==> config.mk <==
export PLATFORM = sky130hd
export DESIGN_NAME = rxf_accept_filter
export DESIGN_NICKNAME = d
export VERILOG_FILES = /design/src/rtl/rxf_pkg.sv /design/src/rtl/rxf_len_track.sv /design/src/rtl/rxf_da_capture.sv /design/src/rtl/rxf_decide.sv /design/src/rtl/rxf_accept_filter.sv
export SDC_FILE = /design/constraint.sdc
export NUM_CORES = 1
export LEC_CHECK = 0
export CORE_ASPECT_RATIO = 1.4
export CORE_MARGIN = 2
export CORE_UTILIZATION = 50
export CTS_BUF_LIST = sky130_fd_sc_hd__clkbuf_2
export DETAILED_ROUTE_END_ITERATION = 10
export GPL_TIMING_DRIVEN = 0
export HOLD_SLACK_MARGIN = 0.02
export PLACE_DENSITY = 0.92
export SKIP_CTS_REPAIR_TIMING = 1
export SLEW_MARGIN = 20
export SYNTH_ARGS = -nofsm -noshare
export SYNTH_HDL_FRONTEND = slang
export SYNTH_SLANG_ARGS = --single-unit
==> constraint.sdc <==
create_clock -name clk -period 8.4 [get_ports clk]
set_input_delay 1.68 -clock clk [delete_from_list [all_inputs] [get_ports clk]]
set_output_delay 1.68 -clock clk [all_outputs]
set_load 0.05 [all_outputs]
==> src/rtl/rxf_pkg.sv <==
package rxf_pkg;
  localparam int DA_BYTES = 6;

  // address enable bit positions
  localparam int AE_EXACT   = 0;
  localparam int AE_IHASH   = 1;
  localparam int AE_MHASH   = 2;
  localparam int AE_BCAST   = 3;
  localparam int AE_PROMISC = 4;
  localparam int AE_W       = 5;

  // frame class / interrupt bit positions
  localparam int EC_GOOD = 0;
  localparam int EC_CRC  = 1;
  localparam int EC_RUNT = 2;
  localparam int EC_LONG = 3;
  localparam int EC_W    = 4;

  typedef enum logic [1:0] {
    KIND_IND = 2'd0,
    KIND_MC  = 2'd1,
    KIND_BC  = 2'd2
  } da_kind_e;
endpackage

==> src/rtl/rxf_len_track.sv <==
module rxf_len_track #(
  parameter int MIN_LEN = 64,
  parameter int MAX_LEN = 1518,
  parameter int CNT_W   = 11
) (
  input  logic             clk,
  input  logic             rst,
  input  logic             rx_valid,
  input  logic             rx_sof,
  input  logic [7:0]       rx_data,
  output logic [CNT_W-1:0] idx,
  output logic             is_runt,
  output logic             is_long,
  output logic             buf_valid,
  output logic [7:0]       buf_data
);
  localparam logic [CNT_W-1:0] SAT = CNT_W'(MAX_LEN + 1);

  logic [CNT_W-1:0] cnt_q;
  logic [CNT_W-1:0] len;

  assign idx     = rx_sof ? '0 : cnt_q;
  assign len     = idx + CNT_W'(1);
  assign is_runt = len < CNT_W'(MIN_LEN);
  assign is_long = len > CNT_W'(MAX_LEN);

  always_ff @(posedge clk) begin
    if (rst) begin
      cnt_q <= '0;
    end else if (rx_valid) begin
      cnt_q <= (idx >= SAT) ? SAT : idx + CNT_W'(1);
    end
  end

  always_ff @(posedge clk) begin
    if (rst) begin
      buf_valid <= 1'b0;
    end else begin
      buf_valid <= rx_valid && (idx < CNT_W'(MAX_LEN));
    end
    buf_data <= rx_data;
  end

  // checker: bytes written to the buffer per frame
  logic             buf_sof_q;
  logic [CNT_W-1:0] out_cnt;
  always_ff @(posedge clk) begin
    if (rst) begin
      buf_sof_q <= 1'b0;
      out_cnt   <= '0;
    end else begin
      buf_sof_q <= rx_valid && rx_sof;
      if (buf_valid) out_cnt <= buf_sof_q ? CNT_W'(1) : out_cnt + CNT_W'(1);
    end
  end


  trunc_limit_chk: assert property (@(posedge clk) disable iff (rst)
    (buf_valid && !buf_sof_q) |-> (out_cnt < CNT_W'(MAX_LEN)));
endmodule

==> src/rtl/rxf_da_capture.sv <==
module rxf_da_capture
  import rxf_pkg::*;
#(
  parameter int CNT_W = 11
) (
  input  logic                  clk,
  input  logic                  rst,
  input  logic                  rx_valid,
  input  logic [7:0]            rx_data,
  input  logic [CNT_W-1:0]      idx,
  output logic [8*DA_BYTES-1:0] da_now,
  output logic                  da_full,
  output da_kind_e              kind
);
  logic [DA_BYTES-1:0][7:0] da_q;
  logic [DA_BYTES-1:0]      wr;

  for (genvar b = 0; b < DA_BYTES; b++) begin : g_byte
    assign wr[b] = rx_valid && (idx == CNT_W'(b));
    assign da_now[8*b +: 8] = wr[b] ? rx_data : da_q[b];
  end

  always_ff @(posedge clk) begin
    if (rst) begin
      da_q <= '0;
    end else begin
      for (int b = 0; b < DA_BYTES; b++) begin
        if (wr[b]) da_q[b] <= rx_data;
      end
    end
  end

  assign da_full = idx >= CNT_W'(DA_BYTES - 1);

  always_comb begin
    if (!da_full)      kind = KIND_IND;
    else if (&da_now)  kind = KIND_BC;
    else if (da_now[0]) kind = KIND_MC;
    else               kind = KIND_IND;
  end
endmodule

==> src/rtl/rxf_decide.sv <==
module rxf_decide
  import rxf_pkg::*;
#(
  parameter int HASH_W = 6
) (
  input  logic                  clk,
  input  logic                  rst,
  input  logic                  eof_stb,
  input  logic [8*DA_BYTES-1:0] da_now,
  input  logic                  da_full,
  input  da_kind_e              kind,
  input  logic [HASH_W-1:0]     da_hash,
  input  logic [8*DA_BYTES-1:0] ind_addr,
  input  logic [2**HASH_W-1:0]  hash_tbl,
  input  logic [AE_W-1:0]       addr_en,
  input  logic [EC_W-1:0]       class_en,
  input  logic [EC_W-1:0]       irq_en,
  input  logic                  crc_ok,
  input  logic                  is_runt,
  input  logic                  is_long,
  output logic                  frm_done,
  output logic                  frm_accept,
  output logic                  frm_irq,
  output logic                  frm_addr_pass,
  output logic [1:0]            frm_kind,
  output logic                  frm_runt,
  output logic                  frm_long,
  output logic                  frm_crc_bad
);
  logic            hash_hit;
  logic            is_ind;
  logic            exact_hit;
  logic            addr_pass;
  logic            class_pass;
  logic            irq_now;
  logic [EC_W-1:0] ev;

  assign hash_hit  = hash_tbl[da_hash];
  assign is_ind    = (kind == KIND_IND);
  assign exact_hit = (da_now == ind_addr);

  always_comb begin
    addr_pass = addr_en[AE_PROMISC];
    if (da_full) begin
      addr_pass = addr_pass
        | (addr_en[AE_EXACT] & is_ind & exact_hit)
        | (addr_en[AE_IHASH] & is_ind & hash_hit)
        | (addr_en[AE_MHASH] & (kind == KIND_MC) & hash_hit)
        | (addr_en[AE_BCAST] & (kind == KIND_BC));
    end
  end

  always_comb begin
    ev          = '0;
    ev[EC_GOOD] = crc_ok & ~is_runt & ~is_long;
    ev[EC_CRC]  = ~crc_ok;
    ev[EC_RUNT] = is_runt;
    ev[EC_LONG] = is_long;
  end

  assign class_pass = ((ev & ~class_en) == '0);
  assign irq_now    = addr_pass & (|(ev & irq_en));

  always_ff @(posedge clk) begin
    if (rst) begin
      frm_done      <= 1'b0;
      frm_accept    <= 1'b0;
      frm_irq       <= 1'b0;
      frm_addr_pass <= 1'b0;
      frm_kind      <= 2'd0;
      frm_runt      <= 1'b0;
      frm_long      <= 1'b0;
      frm_crc_bad   <= 1'b0;
    end else begin
      frm_done   <= eof_stb;
      frm_accept <= eof_stb & addr_pass & class_pass;
      frm_irq    <= eof_stb & irq_now;
      if (eof_stb) begin
        frm_addr_pass <= addr_pass;
        frm_kind      <= kind;
        frm_runt      <= is_runt;
        frm_long      <= is_long;
        frm_crc_bad   <= ~crc_ok;
      end
    end
  end


  irq_needs_pass_chk: assert property (@(posedge clk) disable iff (rst)
    frm_irq |-> (frm_addr_pass && frm_done));

  accept_needs_pass_chk: assert property (@(posedge clk) disable iff (rst)
    frm_accept |-> (frm_addr_pass && frm_done));

  runt_long_excl_chk: assert property (@(posedge clk) disable iff (rst)
    frm_done |-> !(frm_runt && frm_long));

  status_hold_chk: assert property (@(posedge clk) disable iff (rst)
    !frm_done |-> ($stable(frm_kind) && $stable(frm_addr_pass)));
endmodule

==> src/rtl/rxf_accept_filter.sv <==
module rxf_accept_filter
  import rxf_pkg::*;
#(
  parameter int MIN_LEN = 64,
  parameter int MAX_LEN = 1518,
  parameter int HASH_W  = 6
) (
  input  logic                  clk,
  input  logic                  rst,
  input  logic                  rx_valid,
  input  logic                  rx_sof,
  input  logic                  rx_eof,
  input  logic [7:0]            rx_data,
  input  logic                  rx_crc_ok,
  input  logic [HASH_W-1:0]     rx_da_hash,
  input  logic [47:0]           cfg_ind_addr,
  input  logic [2**HASH_W-1:0]  cfg_hash_tbl,
  input  logic [4:0]            cfg_addr_en,
  input  logic [3:0]            cfg_class_en,
  input  logic [3:0]            cfg_irq_en,
  output logic                  buf_valid,
  output logic [7:0]            buf_data,
  output logic                  frm_done,
  output logic                  frm_accept,
  output logic                  frm_irq,
  output logic                  frm_addr_pass,
  output logic [1:0]            frm_kind,
  output logic                  frm_runt,
  output logic                  frm_long,
  output logic                  frm_crc_bad
);
  localparam int CNT_W = $clog2(MAX_LEN + 3);

  logic [CNT_W-1:0]      idx;
  logic                  is_runt;
  logic                  is_long;
  logic [8*DA_BYTES-1:0] da_now;
  logic                  da_full;
  da_kind_e              kind;
  logic                  eof_stb;

  assign eof_stb = rx_valid & rx_eof;

  rxf_len_track #(
    .MIN_LEN(MIN_LEN), .MAX_LEN(MAX_LEN), .CNT_W(CNT_W)
  ) u_len (
    .clk(clk), .rst(rst), .rx_valid(rx_valid), .rx_sof(rx_sof),
    .rx_data(rx_data), .idx(idx), .is_runt(is_runt), .is_long(is_long),
    .buf_valid(buf_valid), .buf_data(buf_data)
  );

  rxf_da_capture #(.CNT_W(CNT_W)) u_da (
    .clk(clk), .rst(rst), .rx_valid(rx_valid), .rx_data(rx_data),
    .idx(idx), .da_now(da_now), .da_full(da_full), .kind(kind)
  );

  rxf_decide #(.HASH_W(HASH_W)) u_dec (
    .clk(clk), .rst(rst), .eof_stb(eof_stb), .da_now(da_now),
    .da_full(da_full), .kind(kind), .da_hash(rx_da_hash),
    .ind_addr(cfg_ind_addr), .hash_tbl(cfg_hash_tbl),
    .addr_en(cfg_addr_en), .class_en(cfg_class_en), .irq_en(cfg_irq_en),
    .crc_ok(rx_crc_ok), .is_runt(is_runt), .is_long(is_long),
    .frm_done(frm_done), .frm_accept(frm_accept), .frm_irq(frm_irq),
    .frm_addr_pass(frm_addr_pass), .frm_kind(frm_kind),
    .frm_runt(frm_runt), .frm_long(frm_long), .frm_crc_bad(frm_crc_bad)
  );


  done_after_eof_chk: assert property (@(posedge clk) disable iff (rst)
    frm_done |-> $past(rx_valid && rx_eof));

  promisc_pass_chk: assert property (@(posedge clk) disable iff (rst)
    (eof_stb && cfg_addr_en[4]) |=> frm_addr_pass);
endmodule

==> flow_summary_export.csv, run 1 <==
group,metric,value,unit
clock_tree,clock_path_buffers,2,
worst_setup_path,worstPathMaxFanout,10,
pwr,swShare,36.3,%
die,initial_core_util,51.6,%
timing,period_minus_slack,5.85,ns
pwr,clockPowerShare,23.9,%
timing,clock_skew,0.0287,ns
worst_setup_path,cp.required,8.95,ns
timing,tns,0,ns
worst_setup_path,crit_chain,"clkdlybuf4s50_1 > clkbuf_1 > clkinv_1 > nand2_1 > inv_1 > ha_1 > and3_1 > a41oi_1 > clkbuf_1 > nor2_1 > a2111oi_0 > nand4_1 > nor4_1 > nand4_1 > a21oi_1",
placement,placement.io_buffers,161,
synthesis,synthesis.nets,832,
grt,grt_max_degree,17,
placement,gp_congestion,1.00,
clock_tree,clkSinkCount,77,
worst_setup_path,path_depth,15,
synthesis,muxShareOfSynthArea,13.7,%
grt,grt_overflow,0,
synthesis,synth-seq-cells,77,
synthesis,synth_edf_count,0,
synthesis,ys_types,81,
synthesis,synth_compound_area_share,19.1,%
route,ant_nets,0,
pwr,finalPower,0.000873,W
layout,antennaDiodeCount,0,
pwr,p_comb_share,31.6,%
grt,antenna_found_initial,0,
timing,hold_viol_final,0,
worst_setup_path,critPathSlowestCell,"clkdlybuf4s50_1",
route,drcViolationCount,0,
grt,grt_usage,34.2,%
die,placementRows,45,
worst_hold_path,hold_class,"flop to flop",
clock_tree,cts_tree,"built",
layout,finish.net_count,1004,
die,dieArea,12100,um2
synthesis,synth_xor_area_share,6.09,%
clock_tree,h-tree-depth,3,
worst_setup_path,worstSetupEndpointType,"flop",
route,vias_per_cell,6.39,
run_status,status,"complete, no violations",
die,die_w,93.5,um
worst_setup_path,start_kind,"input port",
timing,tightest_slew,0.727,ns
synthesis,ys_seq_area_share,27.5,%
run,drv_cap,0,
pwr,p_int,0.000556,W
clock_tree,cts_root_buf,"clkbuf_2",
worst_setup_path,crit_type,"input port to flop",
layout,synthToLayoutAreaGrowth,33.8,%
die,die_h,129,um
pwr,pwr_density_cell,116,nW/um2
synthesis,async_flop_share,0,%
timing,setup_viol,0,
pwr,ir_worst_vdd,0.0000814,V
clock_tree,cts.clk_slew.worst_paths,0.26,ns
synthesis,yosys_warnings,0,
layout,layout_common_cells,"161 x clkdlybuf4s50_1, 85 x nor2_1, 77 x dfxtp_1",
route,dr_total_vias,6385,
worst_setup_path,worst-path-buf-inv,5,
synthesis,yosys.area_share.adder,1.12,%
synthesis,synth_area,5610,um2
timing,relSlewSlack,51.2,%
route,drtPass1Iterations,6,
synthesis,syn_inst,682,
grt,grt_pass1_vias,6213,
clock_tree,clock_latency,0.60,ns
synthesis,avgSynthCellArea,8.23,um2
placement,hpwl,16200,um
synthesis,synthFlopType,"dfxtp_1",
grt,grt_pass1_wl,31900,um
timing,clock.fmax,0.171,GHz
layout,drive_above_1_share,6.29,%
worst_setup_path,critical-path-top-delay-family,"buffers and inverters",
clock_tree,cts_buffers,9,
timing,rsz0062_at_grt,"no",
route,drt-total-wl,20600,um
synthesis,synth_top_family_by_area,"simple AND/OR/NAND/NOR gates",
route,drt_iter0_drc,827,
die,ios,163,
layout,final_common_cell,"clkdlybuf4s50_1",
pwr,seqPwrFrac,44.5,%
die,core_area,10900,um2
worst_setup_path,worstPathArrival,6.40,ns
worst_setup_path,reg2regPathDepth,12,
timing,finalCritPeriodShare,69.6,%
worst_setup_path,slowest_delay,0.67,ns
timing,drv_slew,0,
pwr,p_leak,2.80,nW
route,wire_per_inst,20.6,um
worst_hold_path,whs_path_depth,2,
synthesis,yosys.area_share.simple,27.7,%
pwr,p_switching,0.000317,W
## per-stage QoR
stage / setup WS [ns] / instance area (um2) / hold slack (ns) / cells / util [%]
floorplan: 3.76 / 5610 / 0.445 / 682 / -
global placement: 2.09 / 7400 / 0.441 / 984 / 68.1
detailed placement: 2.07 / 7400 / 0.445 / 984 / 68.1
CTS: 2.69 / 7510 / 0.471 / 1000 / 69.1
global route: 2.38 / 7510 / 0.519 / 1000 / 69.1
finish: 2.55 / 7510 / 0.471 / 1000 / 69.1
## worst paths after layout
path	slack (ns)	startpoint	end
setup / recovery	2.55	rx_sof	u_dec.frm_accept
hold / removal	0.47	u_dec.frm_kind[0]	u_dec.frm_kind[0]
setup reg to reg	4.66	u_len.cnt_q[0]	u_dec.frm_accept
hold reg to reg	0.47	u_dec.frm_kind[0]	u_dec.frm_kind[0]
## final cells by class
| class | count | area (um2) |
|---|---|---|
| plain buffers | 39 | 179 |
| clock buffers | 9 | 45.0 |
| clock inverters | 7 | 65.1 |
| fillers | 886 | 3360 |
| inverters | 24 | 90.1 |
| multi-input cells | 542 | 3800 |
| flip-flops and latches | 77 | 1540 |
| well taps | 141 | 176 |
| repair buffers | 161 | 1610 |
## flip-flops by register name (all words and copies together) (netlist names)
register and flops:
u_len.buf_valid 1, u_dec.frm_crc_bad 1, u_dec.frm_kind 2, u_dec.frm_irq 1
u_dec.frm_long 1, u_dec.frm_accept 1, u_dec.frm_runt 1, u_dec.frm_addr_pass 1
u_dec.frm_done 1, u_da.da_q 48, u_len.cnt_q 11, u_len.buf_data 8
## worst reg2reg max path, cell delays in order (launching register included)
cell and delay, ns:
dfxtp_1 0.52, nand2_1 0.16, inv_1 0.13, ha_1 0.15, clkbuf_1 0.40, nand4b_1 0.29
nor3_4 0.40, mux2_2 0.40, nor4_1 0.43, and4_4 0.34, mux2i_1 0.28, a21oi_2 0.06
a21oi_1 0.15
## power by group through the flow
stage	clock network (W)	logic, W	registers [W]
4_1_cts	0.000208	0.000270	0.000387
2_1_floorplan	0	0.000128	0.000405
6_report	0.000209	0.000276	0.000388
3_3_place_gp	0	0.000264	0.000394
3_5_place_dp	0	0.000268	0.000394
5_1_grt	0.000222	0.000291	0.000390
## metal layers
| layer | vias to the layer above | track usage [%] | wire length (um) |
|---|---|---|---|
| li1 | 2892 | - | - |
| met1 | 2977 | 40.6 | 7710 |
| met2 | 403 | 57.9 | 9830 |
| met3 | 113 | 5.35 | 1740 |
| met4 | 0 | 20.4 | 1310 |
| met5 | - | 0 | 0 |
## synthesized netlist by cell type (all sizes together) (7+ instances only)
| cell | count | share of area [%] |
|---|---|---|
| a2111oi | 8 | 1.6 |
| nor2 | 85 | 5.7 |
| o31ai | 7 | 0.94 |
| mux4 | 11 | 4.4 |
| and3 | 9 | 1.0 |
| nor2b | 19 | 2.1 |
| o21ai | 12 | 1.1 |
| a21oi | 45 | 4.1 |
| nor4 | 14 | 2.1 |
| nand2b | 15 | 1.7 |
| mux2i | 50 | 8.9 |
| nand4 | 17 | 2.0 |
| nand3 | 21 | 1.9 |
| buf | 10 | 1.2 |
| clkbuf | 29 | 1.9 |
| and2 | 8 | 0.89 |
| xor2 | 23 | 3.6 |
| nand2 | 54 | 3.6 |
| nor3 | 14 | 1.4 |
| inv | 22 | 1.5 |
| xnor2 | 16 | 2.5 |
| dfxtp | 77 | 27 |
## kinds of logic after synthesis
| kind of cell | Yosys count |
|---|---|
| simple gates | 291 |
| buf+inv | 63 |
| flops | 77 |
| xor+xnor | 39 |
| mux | 63 |
| compound gates | 144 |
| fa+ha+maj | 5 |
Power figures use the tool's default switching activity.
==> run 2: changes to the inputs <==
--- a/config.mk
+++ b/config.mk
@@ -7,12 +7,12 @@
 export LEC_CHECK = 0
 export CORE_ASPECT_RATIO = 1.4
 export CORE_MARGIN = 2
-export CORE_UTILIZATION = 50
+export CORE_UTILIZATION = 45
 export CTS_BUF_LIST = sky130_fd_sc_hd__clkbuf_2
 export DETAILED_ROUTE_END_ITERATION = 10
 export GPL_TIMING_DRIVEN = 0
 export HOLD_SLACK_MARGIN = 0.02
-export PLACE_DENSITY = 0.92
+export PLACE_DENSITY = 0.87
 export SKIP_CTS_REPAIR_TIMING = 1
 export SLEW_MARGIN = 20
 export SYNTH_ARGS = -nofsm -noshare
==> constraint.sdc (replaced) <==
create_clock -name clk -period 5 [get_ports clk]
set_input_delay 1 -clock clk [delete_from_list [all_inputs] [get_ports clk]]
set_output_delay 1 -clock clk [all_outputs]
set_load 0.05 [all_outputs]
==> run 2 against run 1 <==
Clock skew is 0.0069 ns higher; combinational power is 70% higher; clock power grew 65%; sequential power is 68% higher; critical path type unchanged; critical endpoint is now u_dec.frm_irq; largest cell class unchanged.
==> flow_summary_export.csv, run 2 (synthesis results as in run 1) <==
group,metric,value,unit
run_status,status,"complete, no violations",
worst_setup_path,critPathSlowestCell,"clkdlybuf4s50_1",
layout,final_core_util,61.8,%
clock_tree,h-tree-depth,3,
route,ant_nets,0,
clock_tree,clock_path_buffers,2,
clock_tree,cts_tree,"built",
die,initial_core_util,45.8,%
die,die_w,98.4,um
timing,clock.fmax,0.202,GHz
worst_setup_path,r2r-start,"u_len.cnt_q[7]",
worst_hold_path,hp-start,"u_dec.frm_kind[0]",
layout,finish.net_count,1005,
worst_setup_path,r2r_slack,1.14,ns
timing,hold_slack,0.467,ns
layout,regMostFlops,"u_da.da_q",
placement,placement.io_buffers,161,
layout,synthToLayoutAreaGrowth,34.9,%
worst_setup_path,crit_chain,"clkdlybuf4s50_1 > buf_2 > clkinvlp_4 > nand2_1 > ha_1 > clkbuf_1 > and3b_1 > nand3_1 > a32o_1 > nor4_1 > o2111ai_1 > nor4b_2 > nand4_1 > a21oi_1",
route,drtPass1Iterations,6,
clock_tree,clkSinkCount,77,
pwr,ir_worst_vdd,0.000135,V
pwr,p_leak,2.80,nW
clock_tree,clock_latency,0.59,ns
placement,gp_congestion,1.01,
timing,clock_skew,0.0356,ns
route,drt-total-wl,21000,um
grt,grt_overflow,0,
worst_setup_path,worstSetupEndpointType,"flop",
layout,layout_common_cells,"161 x clkdlybuf4s50_1, 85 x nor2_1, 77 x dfxtp_1",
worst_setup_path,worstPathArrival,5.46,ns
clock_tree,cts_root_buf,"clkbuf_2",
die,die_h,136,um
layout,largest_reg_flops,48,
grt,grt_pass1_wl,32500,um
timing,finalCritPeriodShare,99.1,%
route,drt_iter0_drc,748,
worst_setup_path,critical-path-top-delay-family,"simple AND/OR/NAND/NOR gates",
timing,setup_viol,0,
clock_tree,cts.clk_slew.worst_paths,0.19,ns
worst_setup_path,worstPathMaxFanout,10,
clock_tree,cts_buffers,9,
worst_setup_path,cp.required,5.50,ns
timing,tightest_slew,0.802,ns
pwr,finalPower,0.00146,W
layout,antennaDiodeCount,0,
timing,hold_viol_final,0,
placement,hpwl,16100,um
grt,antenna_found_initial,1,
route,drcViolationCount,0,
layout,final_common_cell,"clkdlybuf4s50_1",
worst_hold_path,hold_class,"flop to flop",
route,vias_per_cell,6.37,
worst_setup_path,slowest_delay,0.65,ns
worst_setup_path,rr_endpoint,"u_dec.frm_irq",
worst_hold_path,whs_endpoint,"u_dec.frm_kind[0]",
die,ios,163,
route,dr_total_vias,6432,
grt,grt_usage,31.0,%
die,core_area,12300,um2
timing,drv_slew,0,
worst_hold_path,whs_path_depth,2,
worst_setup_path,start_kind,"input port",
grt,grt_pass1_vias,6057,
worst_setup_path,worst-path-buf-inv,4,
timing,relSlewSlack,46.1,%
grt,grt_max_degree,13,
worst_setup_path,reg2regPathDepth,9,
die,placementRows,48,
pwr,pwr_density_cell,194,nW/um2
timing,tns,0,ns
run,drv_cap,0,
die,dieArea,13400,um2
timing,period_minus_slack,4.95,ns
layout,reg_top3,"u_da.da_q (48), u_len.cnt_q (11), u_len.buf_data (8)",
worst_setup_path,crit_type,"input port to flop",
route,wire_per_inst,20.8,um
layout,drive_above_1_share,6.98,%
-- run 2: cell types whose count changed in the layout (fill, tap and decap cells not counted), sizes merged --
cell      before  now
buf           10   13
bufinv         0    1
clkbuf        38   37
clkinv         3    5
clkinvlp       1    2
inv           27   22
-- run 2: per-stage QoR --
step / instance area, um2 / setup WS, ns / std cells
detailed placement: 7410 / -0.809 / 993
CTS: 7510 / -0.217 / 1009
global route: 7570 / -0.00438 / 1010
finish: 7570 / 0.0464 / 1010
floorplan: 5610 / 1.04 / 682
global placement: 7410 / -0.745 / 993
-- run 2: worst register-to-register path: stages, from the launching register on --
cell and delay [ns]:
dfxtp_1 0.43, nor4_1 0.72, buf_2 0.40, nand3_1 0.37, a32o_1 0.35, nor4_1 0.38
o2111ai_1 0.22, nor4b_2 0.36, nand4_1 0.33, a21oi_1 0.22
-- run 2: metal layers --
| layer | global-route usage [%] | wire length, um | up-vias |
|---|---|---|---|
| met4 | 19.1 | 1400 | 0 |
| li1 | - | - | 2887 |
| met1 | 37.9 | 7820 | 3007 |
| met3 | 5.55 | 1890 | 111 |
| met5 | 0.385 | 0 | - |
| met2 | 50.5 | 9910 | 427 |
-- run 2: how the worst max path moves through the flow --
stage / from / end / cells after the start
6_report: rx_sof / u_dec.frm_irq / 14
2_1_floorplan: rx_sof / u_dec.frm_kind[0] / 12
5_1_grt: rx_sof / u_dec.frm_accept / 14
4_1_cts: rx_sof / u_dec.frm_accept / 15
3_3_place_gp: rx_sof / u_dec.frm_irq / 14
3_5_place_dp: rx_sof / u_dec.frm_irq / 15
-- run 2: cell type report --
type                       instances  area [um2]
buffer                            38         178
clock buffer                      10        50.0
clock inverter                     6        53.8
fill                            1098        4690
inverter                          24        93.8
multi-input combinational        542        3830
sequential                        77        1540
tap                              150         188
timing repair buffer             163        1630
-- run 2: report_power, final --
group	internal, W	switching, W	leakage (nW)
Combinational	0.000221	0.000248	2.11
Clock	0.000111	0.000233	0.0644
Sequential	0.000634	0.0000167	0.628
Total	0.000967	0.000498	2.80
